$ cat src/rtl/caltime_pkg.sv
package caltime_pkg;
    localparam int SEC_W  = 6;
    localparam int MIN_W  = 6;
    localparam int HOUR_W = 5;
    localparam int DAY_W  = 5;
    localparam int MON_W  = 4;

    localparam int SEC_LAST  = 59;
    localparam int MIN_LAST  = 59;
    localparam int HOUR_LAST = 23;
    localparam int MON_LAST  = 12;

    typedef logic [SEC_W-1:0]  sec_t;
    typedef logic [MIN_W-1:0]  min_t;
    typedef logic [HOUR_W-1:0] hour_t;
    typedef logic [DAY_W-1:0]  day_t;
    typedef logic [MON_W-1:0]  mon_t;
endpackage

$ cat src/rtl/cal_month_len.sv
// Days in a month; February depends on the leap flag.
module cal_month_len
    import caltime_pkg::*;
(
    input  mon_t mon_i,
    input  logic leap_i,
    output day_t len_o
);
    always_comb begin
        case (mon_i)
            MON_W'(2):  len_o = leap_i ? DAY_W'(29) : DAY_W'(28);
            MON_W'(4),
            MON_W'(6),
            MON_W'(9),
            MON_W'(11): len_o = DAY_W'(30);
            default:    len_o = DAY_W'(31);
        endcase
    end
endmodule

$ cat src/rtl/cal_tick_gen.sv
// Two-stage synchroniser plus rising-edge detect on one counter bit.
module cal_tick_gen #(
    parameter int CNT_W    = 15,
    parameter int TICK_BIT = 7
) (
    input  logic             clk,
    input  logic             rst_n,
    input  logic [CNT_W-1:0] cnt_i,
    output logic             tick_o
);
    typedef struct packed {
        logic meta;
        logic sync;
        logic prev;
    } sync_t;

    sync_t sync_d, sync_q;

    // Only bit TICK_BIT matters; the rest is folded away here.
    logic unused_cnt_bits;
    assign unused_cnt_bits = ^cnt_i;

    always_comb begin
        sync_d      = sync_q;
        sync_d.meta = cnt_i[TICK_BIT];
        sync_d.sync = sync_q.meta;
        sync_d.prev = sync_q.sync;
    end

    always_ff @(posedge clk or negedge rst_n) begin
        if (!rst_n) sync_q <= '0;
        else        sync_q <= sync_d;
    end

    assign tick_o = sync_q.sync & ~sync_q.prev;
endmodule

$ cat src/rtl/cal_range_chk.sv
// Accepts a preset only when every field is within its calendar range.
module cal_range_chk
    import caltime_pkg::*;
#(
    parameter int YEAR_W = 12
) (
    input  sec_t              sec_i,
    input  min_t              min_i,
    input  hour_t             hour_i,
    input  day_t              day_i,
    input  mon_t              mon_i,
    input  logic [YEAR_W-1:0] year_i,
    output logic              ok_o
);
    day_t len;
    logic leap;

    assign leap = (year_i[1:0] == 2'b00);

    cal_month_len u_len (
        .mon_i  (mon_i),
        .leap_i (leap),
        .len_o  (len)
    );

    always_comb begin
        ok_o = (sec_i  <= SEC_W'(SEC_LAST))
            && (min_i  <= MIN_W'(MIN_LAST))
            && (hour_i <= HOUR_W'(HOUR_LAST))
            && (mon_i  != '0)
            && (mon_i  <= MON_W'(MON_LAST))
            && (day_i  != '0)
            && (day_i  <= len);
    end
endmodule

$ cat src/rtl/caltime_keeper.sv
module caltime_keeper
    import caltime_pkg::*;
#(
    parameter int SUBSEC_W = 15,
    parameter int TICK_BIT = 7,
    parameter int YEAR_W   = 12
) (
    input  logic                clk,
    input  logic                rst_n,
    input  logic [SUBSEC_W-1:0] subsec_cnt,
    input  logic                load_en,
    input  logic [5:0]          load_sec,
    input  logic [5:0]          load_min,
    input  logic [4:0]          load_hour,
    input  logic [4:0]          load_day,
    input  logic [3:0]          load_mon,
    input  logic [YEAR_W-1:0]   load_year,
    output logic [5:0]          time_sec,
    output logic [5:0]          time_min,
    output logic [4:0]          time_hour,
    output logic [4:0]          time_day,
    output logic [3:0]          time_mon,
    output logic [YEAR_W-1:0]   time_year,
    output logic                load_err
);
    typedef struct packed {
        sec_t              sec;
        min_t              mn;
        hour_t             hr;
        day_t              dy;
        mon_t              mo;
        logic [YEAR_W-1:0] yr;
        logic              err;
    } st_t;

    st_t  st_d, st_q;
    logic tick;
    logic load_ok;
    day_t cur_len;
    logic cur_leap;

    cal_tick_gen #(
        .CNT_W    (SUBSEC_W),
        .TICK_BIT (TICK_BIT)
    ) u_tick (
        .clk    (clk),
        .rst_n  (rst_n),
        .cnt_i  (subsec_cnt),
        .tick_o (tick)
    );

    cal_range_chk #(
        .YEAR_W (YEAR_W)
    ) u_chk_in (
        .sec_i  (load_sec),
        .min_i  (load_min),
        .hour_i (load_hour),
        .day_i  (load_day),
        .mon_i  (load_mon),
        .year_i (load_year),
        .ok_o   (load_ok)
    );

    assign cur_leap = (st_q.yr[1:0] == 2'b00);

    cal_month_len u_cur_len (
        .mon_i  (st_q.mo),
        .leap_i (cur_leap),
        .len_o  (cur_len)
    );

    // Load takes priority over a tick in the same cycle;
    // a tick walks the carry chain.
    always_comb begin
        st_d     = st_q;
        st_d.err = 1'b0;
        if (load_en) begin
            if (load_ok) begin
                st_d.sec = load_sec;
                st_d.mn  = load_min;
                st_d.hr  = load_hour;
                st_d.dy  = load_day;
                st_d.mo  = load_mon;
                st_d.yr  = load_year;
            end else begin
                st_d.err = 1'b1;
            end
        end else if (tick) begin
            if (st_q.sec != SEC_W'(SEC_LAST)) begin
                st_d.sec = st_q.sec + 1'b1;
            end else begin
                st_d.sec = '0;
                if (st_q.mn != MIN_W'(MIN_LAST)) begin
                    st_d.mn = st_q.mn + 1'b1;
                end else begin
                    st_d.mn = '0;
                    if (st_q.hr != HOUR_W'(HOUR_LAST)) begin
                        st_d.hr = st_q.hr + 1'b1;
                    end else begin
                        st_d.hr = '0;
                        if (st_q.dy < cur_len) begin
                            st_d.dy = st_q.dy + 1'b1;
                        end else begin
                            st_d.dy = DAY_W'(1);
                            if (st_q.mo < MON_W'(MON_LAST)) begin
                                st_d.mo = st_q.mo + 1'b1;
                            end else begin
                                st_d.mo = MON_W'(1);
                                st_d.yr = st_q.yr + 1'b1;
                            end
                        end
                    end
                end
            end
        end
    end

    // reset to 00:00:00 on day 1 of month 1, year 0
    always_ff @(posedge clk or negedge rst_n) begin
        if (!rst_n) begin
            st_q    <= '0;
            st_q.dy <= DAY_W'(1);
            st_q.mo <= MON_W'(1);
        end else begin
            st_q <= st_d;
        end
    end

    assign time_sec  = st_q.sec;
    assign time_min  = st_q.mn;
    assign time_hour = st_q.hr;
    assign time_day  = st_q.dy;
    assign time_mon  = st_q.mo;
    assign time_year = st_q.yr;
    assign load_err  = st_q.err;
endmodule

$ cat config.mk
export PLATFORM = sky130hd
export DESIGN_NAME = caltime_keeper
export DESIGN_NICKNAME = d
export VERILOG_FILES = /design/src/rtl/caltime_pkg.sv /design/src/rtl/cal_month_len.sv /design/src/rtl/cal_tick_gen.sv /design/src/rtl/cal_range_chk.sv /design/src/rtl/caltime_keeper.sv
export SDC_FILE = /design/constraint.sdc
export NUM_CORES = 1
export LEC_CHECK = 0
export ABC_CLOCK_PERIOD_IN_PS = 2800
export BUFFER_PORTS_ARGS = -buffer_cell sky130_fd_sc_hd__buf_2
export CAP_MARGIN = 30
export CORE_MARGIN = 1
export CORE_UTILIZATION = 46
export DETAILED_ROUTE_END_ITERATION = 6
export PLACE_DENSITY = 0.79
export SYNTH_ARGS = -nofsm -noshare
export SYNTH_HDL_FRONTEND = slang
export SYNTH_SLANG_ARGS = --single-unit
$ cat constraint.sdc
create_clock -name clk -period 2.8 [get_ports clk]
set_input_delay 0.14 -clock clk [delete_from_list [all_inputs] [get_ports clk]]
set_output_delay 0.14 -clock clk [all_outputs]
set_load 0.02 [all_outputs]
* Word level (Yosys, flattened, before mapping)
Cells that the tools add are included.
Word-level totals: logic and storage cells 82, input port bits 56, output and inout port bits 39, flip-flop bits (word level) 42
Cells by class: eq/ne operators 19, magnitude comparators 7, add/subtract/negate cells 6, muxes and demuxes 19, bitwise logic cells 2, reductions and logical operators 19
Operator list (number):
- two-way mux 38 bit | 3
- two-way mux 32 bit | 1
- two-way mux 26 bit | 1
- two-way mux 21 bit | 1
- case mux 5 bit (2 select lines) | 2
- == test 4 x 3 -> 1 bit, second input constant | 4
- == test 4 bit, second input constant | 4
- two-way mux 16 bit | 1
- adder 12 x 1 -> 12 bit, second input constant | 1
- adder 6 x 1 -> 6 bit, second input constant | 2
- <= comparator 6 bit, second input constant | 2
- two-way mux 12 bit | 1
- two-way mux 6 bit | 2
- inequality test 6 bit, second input constant | 2
- adder 5 x 1 -> 5 bit, second input constant | 2
- two-way mux 5 bit | 2
- inequality test 2 bit, second input constant | 5
- == test 4 x 2 -> 1 bit, second input constant | 2
- OR reduction 4 bit | 2
- AND reduction 7 bit | 1
- logical AND 1 bit | 6
- AND reduction 6 bit | 1
- <= comparator 5 bit | 1
- <= comparator 5 bit, second input constant | 1
- other kinds (18) | 22

* Longest topological paths before layout
Gate-level depths: netlist of the first run.
depth in word-level cells 10, gate-level depth with buffers 10, depth with buffers taken out 9

* Hierarchy
A second synthesis of the first run with hierarchy kept.
Unflattened totals: cell total of the unflattened synthesis 322, area, all modules 2906.5 um^2
By module, submodules not included:
- caltime_keeper | cells an instance 272, instances 1, area an instance 2503.7 um^2, seq. area each 978.4 um^2
- cal_range_chk | cells an instance 28, instances 1, area an instance 188.9 um^2, seq. area each 0.0 um^2
- cal_month_len | cells an instance 9, instances 2, area an instance 62.6 um^2, seq. area each 0.0 um^2
- cal_tick_gen | cells an instance 4, instances 1, area an instance 88.8 um^2, seq. area each 75.1 um^2

* Least setup slack after synthesis of the first run
OpenSTA, ideal clock, no wires.
kind register -> register, start register st_q (netlist bit time_mon[0]), end register st_q (netlist bit time_year[5]), data required time 2677 ps, arrival 2446 ps, library setup time 123 ps, period minus slack after synthesis 2568 ps, slack 232 ps, stages on the path, launching flop included 11, buffers on the path 1, cell sequence dfstp_2 inv_1 ha_1 nor3b_1 ha_1 a211oi_1 o21ai_0 o32a_1 buf_2 o221a_2 o221a_2
Between the ends: cells in the longest elaborated chain, start to end 6, elaborated cells on any way between the ends 12, those cells by class 2 x order compare; 7 x eq/ne; 1 x mux; 2 x reduce/logical
RTL lines:
- start: declaration | RTL line caltime_keeper.sv:36 | st_t st_d, st_q;
- start signal: assignment | RTL line caltime_keeper.sv:125 | st_q <= st_d;
- == test 4 x 3 -> 1 bit / == test 4 bit (equally long branches) | RTL line cal_month_len.sv:10 | case (mon_i)
- OR reduction 4 bit | RTL line cal_month_len.sv:10
- case mux 5 bit (2 select lines) | RTL line cal_month_len.sv:10
- less-than comparator 5 bit | RTL line caltime_keeper.sv:101 | if (st_q.dy < cur_len) begin
- inequality test 2 bit (no line)
- AND reduction 7 bit (no line) *
Mark *: on every way between the ends. The rest lies on a longest branch, timed or not. A chain may end at the register's enable or synchronous reset.

* Final worst setup path of the first run
start register st_q (netlist bit time_mon[0]), end register st_q (netlist bit time_year[10])
The elaborated chain is that of the path after synthesis.

==> metrics.txt, run 1 <==
run status=complete, no violations; crit-path max cell delay=0.53 ns; largest net degree at the start of global routing=43; Synth cell types=64; r2r setup slk=0.13 ns; Crit Path Category=reg2reg; remaining global-route overflow=0; sequential area share after synthesis=36.2%; Synth Flop Type=dfrtp_1; Syn-to-layout area delta=24.0%; CP Max Fanout=19; r2r worst-path depth=10; first-pass GRT wire length=12.7 mm; most frequent CP cell=ha_1; hold depth=3; Critical Path Start Type=flop; delay-heaviest family, CP=compound AO/OA/AOI/OAI gates; TNS Setup=0 ns; Tmin final=2.67 ns; via count=2,925; Pleak=0.00163 uW; Hold EP=time_hour[4]; Worst Path Buf+Inv=2; die width=81.5 um; initial drt markers=243; drt wl/cell=17.1 um; Peak VDD IR=0.419 mV; CP max-delay cell=dfstp_2; Design Area, Final=0.00361 mm2; overall routing resource usage=24.9%; Clock Tree Buf Depth=2; fin crit share=95.3%; ANT nets after route=0; endpoints failing setup=0; RR Endpoint=time_year[10]; Async SR Flop Fraction=100%; Synth top area share=34.4%; Die H=81.5 um; R2R Path Start=time_mon[0]; Slew HR=57.2%; synth top area cells=dfrtp_1, ha_1, o221a_2; net count after synthesis=370; count of pins over their slew limit=0; Vias/cell=6.28; Worst EP required=3.00 ns; crit path capture type=flop; WL final=7.97 mm; Pwr per Cell Area=808 mW/mm2; synthesized area=0.00291 mm2; Mapped Cells=301; I/O Pins=95; Crit path arrival time=2.87 ns; Synth top cells by count=dfrtp_1, nand2_1, nor2_1; worst slack at placement=0.149 ns; fin worst setup slack=0.131 ns; total of max-cap violations=0; critical-path cell list=inv_1 > ha_1 > nor3b_1 > ha_1 > a211oi_1 > o21ai_1 > o32a_2 > buf_12 > a311o_1 > o221a_2; Initial DRT Pass Iterations=5; layout net count=459; Synth Warn #=0; Slew @ Worst Pin=0.633 ns; Fmax=375 MHz; RSZ-0062 raised after global routing=false; Die Area=0.00665 mm2; number of synthesized flops with an enable pin=0; Worst Hold Class=in2reg; placed cell areas=0.00345 mm2; vias in the first global route=2,658; H-tree depth=2; fillers=552; TritonCTS Buffers=5; antenna violations before repair=0; Final Hold Viols=0; Initial Utilization=48.3%; Synth Area per Inst=9.66 um2; Setup Skew=0.00852 ns; CTS root buffer=clkbuf_8; # diodes=0; Core Region=0.00603 mm2; post-DP HPWL=5.73 mm; post-synth top area cell=dfrtp_1; PortBufs=80; count leader, synth=dfrtp_1; CTS Sinks=42; layout cell share with drive strength beyond 1=35.0%; GP Congestion=0.900; Residual DRC=0; hold path start=load_hour[4]; CTS tree=done; CTS clk-pin slew, worst paths=0.09 ns; worst skew pair latency=0.30 ns; number of synthesized register bits=42; Cell Rows=28
## how the worst max path moves through the flow
stage                           start             to  slack (ns)  depth (start not counted)
final                     time_mon[0]  time_year[10]        0.13                         10
after global routing      time_mon[0]   time_year[6]        0.01                         10
after CTS                 time_mon[0]  time_year[10]        0.14                         10
after detailed placement  time_mon[0]  time_year[10]        0.15                         10
after global placement    time_mon[0]   time_year[6]        0.18                         10
after floorplan           time_mon[0]   time_year[5]        0.23                         10
## sequential cells by signal, indices dropped and copies added, names as in the netlist
name           cells
load_err           1
time_day           5
time_hour          5
time_min           6
time_mon           4
time_sec           6
time_year         12
u_tick.sync_d      2
u_tick.sync_q      1
## power by group
| part | internal [uW] | switching [uW] | leakage [uW] |
|---|---|---|---|
| registers | 812 | 277 | 0.000490 |
| logic | 580 | 757 | 0.00108 |
| clock network | 263 | 226 | 0.0000579 |
| total | 1650 | 1260 | 0.00163 |
## through the flow
stage	hold WS [ns]	power (uW)	std cells	utilization, %
4_1_cts	0.0197	2900	463	59.2
3_3_place_gp	0.248	2360	454	57.3
6_report	0.0656	2910	466	59.9
5_1_grt	0.0832	3100	466	59.9
3_5_place_dp	0.250	2410	454	57.3
2_1_floorplan	-0.156	1920	301	-
## routing by layer
metal	wire [um]	vias up	share of wire (%)	track usage [%]
met3	483	11	6.1	3.11
li1	-	1379	-	-
met2	3890	126	49	40.4
met1	3470	1409	44	34.0
met4	129	0	1.6	8.75
met5	0	-	0	0
## cells by family after synthesis
logic type	synth area share, %
multiplexers	5.03
AND/OR/NAND/NOR	23.8
buffers and inverters	4.21
flip-flops	36.2
adder cells (fa/ha/maj)	5.59
AO/OA/AOI/OAI	25.2
## timing repair
| action | CTS | global route |
|---|---|---|
| buffers inserted | 0 | 1 |
| gates resized for setup | 0 | 2 |
| setup endpoints to repair | 0 | 5 |
| hold buffers | 1 | 1 |
| endpoints found under the hold margin | 1 | 40 |
## placed cells by master, fill, tap and decap left out, drive strengths merged, types with 7 or more instances in the layout
cell / count
nor3: 12
mux2: 10
nand3: 13
a21oi: 7
nand4: 10
ha: 13
dfrtp: 40
buf: 94
o21ai: 11
o22ai: 7
inv: 13
nor2: 18
nand2: 19
nor4: 10
o221a: 10
## area by class of cell
| type | count | area, um2 | share of cell area [%] |
|---|---|---|---|
| multi-input combinational | 232 | 1740 | 48.2 |
| clock buffer | 5 | 68.8 | 1.91 |
| sequential | 42 | 1050 | 29.2 |
| inverter | 13 | 48.8 | 1.35 |
| tap | 75 | 93.8 | 2.60 |
| timing repair buffer | 96 | 563 | 15.6 |
| clock inverter | 3 | 40.0 | 1.11 |
## worst min-delay path, cell delays in order
cell and delay, ns:
buf_2 0.09, nand2_1 0.04, o221ai_1 0.05
No activity file was read; power rests on OpenSTA's default activity.
==> inputs of run 2 (changes only) <==
Settings changed: CORE_ASPECT_RATIO from default to 1.5, PLACE_DENSITY 0.79 to 0.74.
==> run 2 against run 1 <==
Compared with the run above: the run now ends with DRC left; routed wire length fell by 0.94%; global-route usage fell by 0.29 points; core utilization fell by 0.72 points; maximum frequency rose by 3.5%; power rose by 3.0%; setup slack improved by 0.091 ns; sequential power barely moved; critical endpoint is now time_year[6]; largest cell class unchanged.
==> metrics.txt, run 2 (synthesis results as in run 1) <==
Pleak=0.00163 uW; CTS clk-pin slew, worst paths=0.09 ns; Syn-to-layout area delta=24.7%; largest net degree at the start of global routing=43; Slew HR=53.7%; # diodes=0; violated checks=DRC; FF/Latch Area=0.00105 mm2; crit-path max cell delay=0.59 ns; Die Area=0.00665 mm2; Worst Hold Class=in2reg; Setup Skew=0.0143 ns; Initial Utilization=47.4%; TNS Setup=0 ns; Die H=99.4 um; layout net count=459; Worst EP required=2.99 ns; Pwr per Cell Area=828 mW/mm2; RSZ-0062 raised after global routing=false; via count=2,895; Final Util=59.2%; Fmax=388 MHz; remaining global-route overflow=0; antenna violations before repair=0; CTS root buffer=clkbuf_8; Residual DRC=2; Peak VDD IR=0.437 mV; PortBufs=80; Vias/cell=6.23; first-pass GRT wire length=12.6 mm; run status=finished with violations; CTS Sinks=42; CP max-delay cell=dfstp_2; crit path capture type=flop; CTS tree=done; Cell Rows=35; fillers=546; layout cell share with drive strength beyond 1=34.8%; most common cell after layout, fill and taps aside=buf_2; P_int=1750 uW; initial drt markers=162; WL final=7.89 mm; net switching power=1250 uW; Crit path arrival time=2.77 ns; count of pins over their slew limit=0; CP Max Fanout=18; worst skew pair latency=0.30 ns; fin crit share=92.1%; Final Hold Viols=0; power share of the combinational group=43.1%; Crit Path Category=reg2reg; Initial DRT Pass Iterations=7; sequential power share=37.0%; Multi-input gate area=0.00174 mm2; I/O Pins=95; commonest cells after routing, fill and taps aside=buf_2, dfrtp_1, nand2_1, nor2_1; die width=66.9 um; Clk pwr share=19.9%; Slew @ Worst Pin=0.694 ns; Tmin final=2.58 ns; GP Congestion=0.967; Clock Tree Buf Depth=2; vias in the first global route=2,761; post-DP HPWL=5.90 mm; max reg flops=12; sw frac=41.6%; Critical Path Start Type=flop; total of max-cap violations=0; drt wl/cell=17.0 um; critical-path cell list=inv_1 > ha_1 > nor3b_1 > ha_1 > a211oi_1 > o21ai_1 > o32a_1 > buf_4 > a311o_1 > o221a_2; postcts setup bufs=0; overall routing resource usage=24.6%; TritonCTS Buffers=5; endpoints failing setup=0; ANT nets after route=0; H-tree depth=2; Core Region=0.00613 mm2; most frequent CP cell=ha_1
==> run 2: cell count changes in the layout (fill, tap and decap cells not counted) <==
cell,previous run,this run
o32a_2,1,0
buf_12,3,2
clkinv_2,2,0
clkbuf_8,5,6
buf_4,11,12
o32a_1,0,1
bufinv_16,1,2
==> run 2: power by group through the flow <==
stage                     Combinational [uW]  Sequential [uW]  Clock (uW)
after CTS                               1300             1100         611
after detailed placement                1290             1110           0
after global routing                    1410             1140         625
after floorplan                          637             1290           0
after global placement                  1260             1100           0
final                                   1290             1110         598
==> run 2: final timing paths <==
| path | depth (start not counted) | slack, ns | from | end |
|---|---|---|---|---|
| setup / recovery | 10 | 0.22 | time_mon[0] | time_year[6] |
| hold / removal | 3 | 0.07 | load_hour[4] | time_hour[4] |
| setup reg to reg | 10 | 0.22 | time_mon[0] | time_year[6] |
| hold reg to reg | 0 | 0.36 | u_tick.sync_d[1] | u_tick.sync_d[0] |
| max in group asynchronous | 3 | 2.02 | rst_n | time_day[0] |
| min in group asynchronous | 2 | 0.24 | rst_n | time_year[8] |
==> run 2: repair_timing <==
action / CTS / global route
hold buffers: 1 / 1
resized for setup: 0 / 1
setup endpoints to repair: 0 / 1
hold endpoints to repair: 1 / 10
==> run 2: layout make-up <==
type | instances | area share (%)
sequential | 42 | 29.0
timing repair buffer | 96 | 15.2
inverter | 13 | 1.35
tap | 74 | 2.55
clock inverter | 2 | 1.66
clock buffer | 6 | 2.28
multi-input combinational | 232 | 47.9
==> run 2: worst max-delay path: cells and delay by family, from the launching register on <==
| family | cells | cell delay [ns] |
|---|---|---|
| AOI/OAI and AO/OA | 5 | 1.04 |
| adders and majority gates | 2 | 0.41 |
| buffers and inverters | 2 | 0.28 |
| DFF | 1 | 0.59 |
| and+or+nand+nor | 1 | 0.15 |
==> run 2: per-layer routing <==
metal,track usage (%),up-vias,part of all wire [%]
met3,4.47,16,4.2
met2,43.5,90,53
met4,11.9,0,2.8
li1,-,1378,-
met1,27.4,1411,40
met5,0,-,0
==> run 2: stage by stage <==
stage | setup WS [ns] | cell area, um2 | hold slack (ns) | power (uW) | instances
CTS | 0.179 | 3600 | 0.0177 | 3010 | 463
finish | 0.222 | 3630 | 0.0688 | 3000 | 465
detailed placement | 0.180 | 3440 | 0.250 | 2400 | 454
floorplan | 0.232 | 2910 | -0.156 | 1920 | 301
global route | 0.0345 | 3630 | 0.0616 | 3180 | 465
global placement | 0.219 | 3440 | 0.248 | 2360 | 454
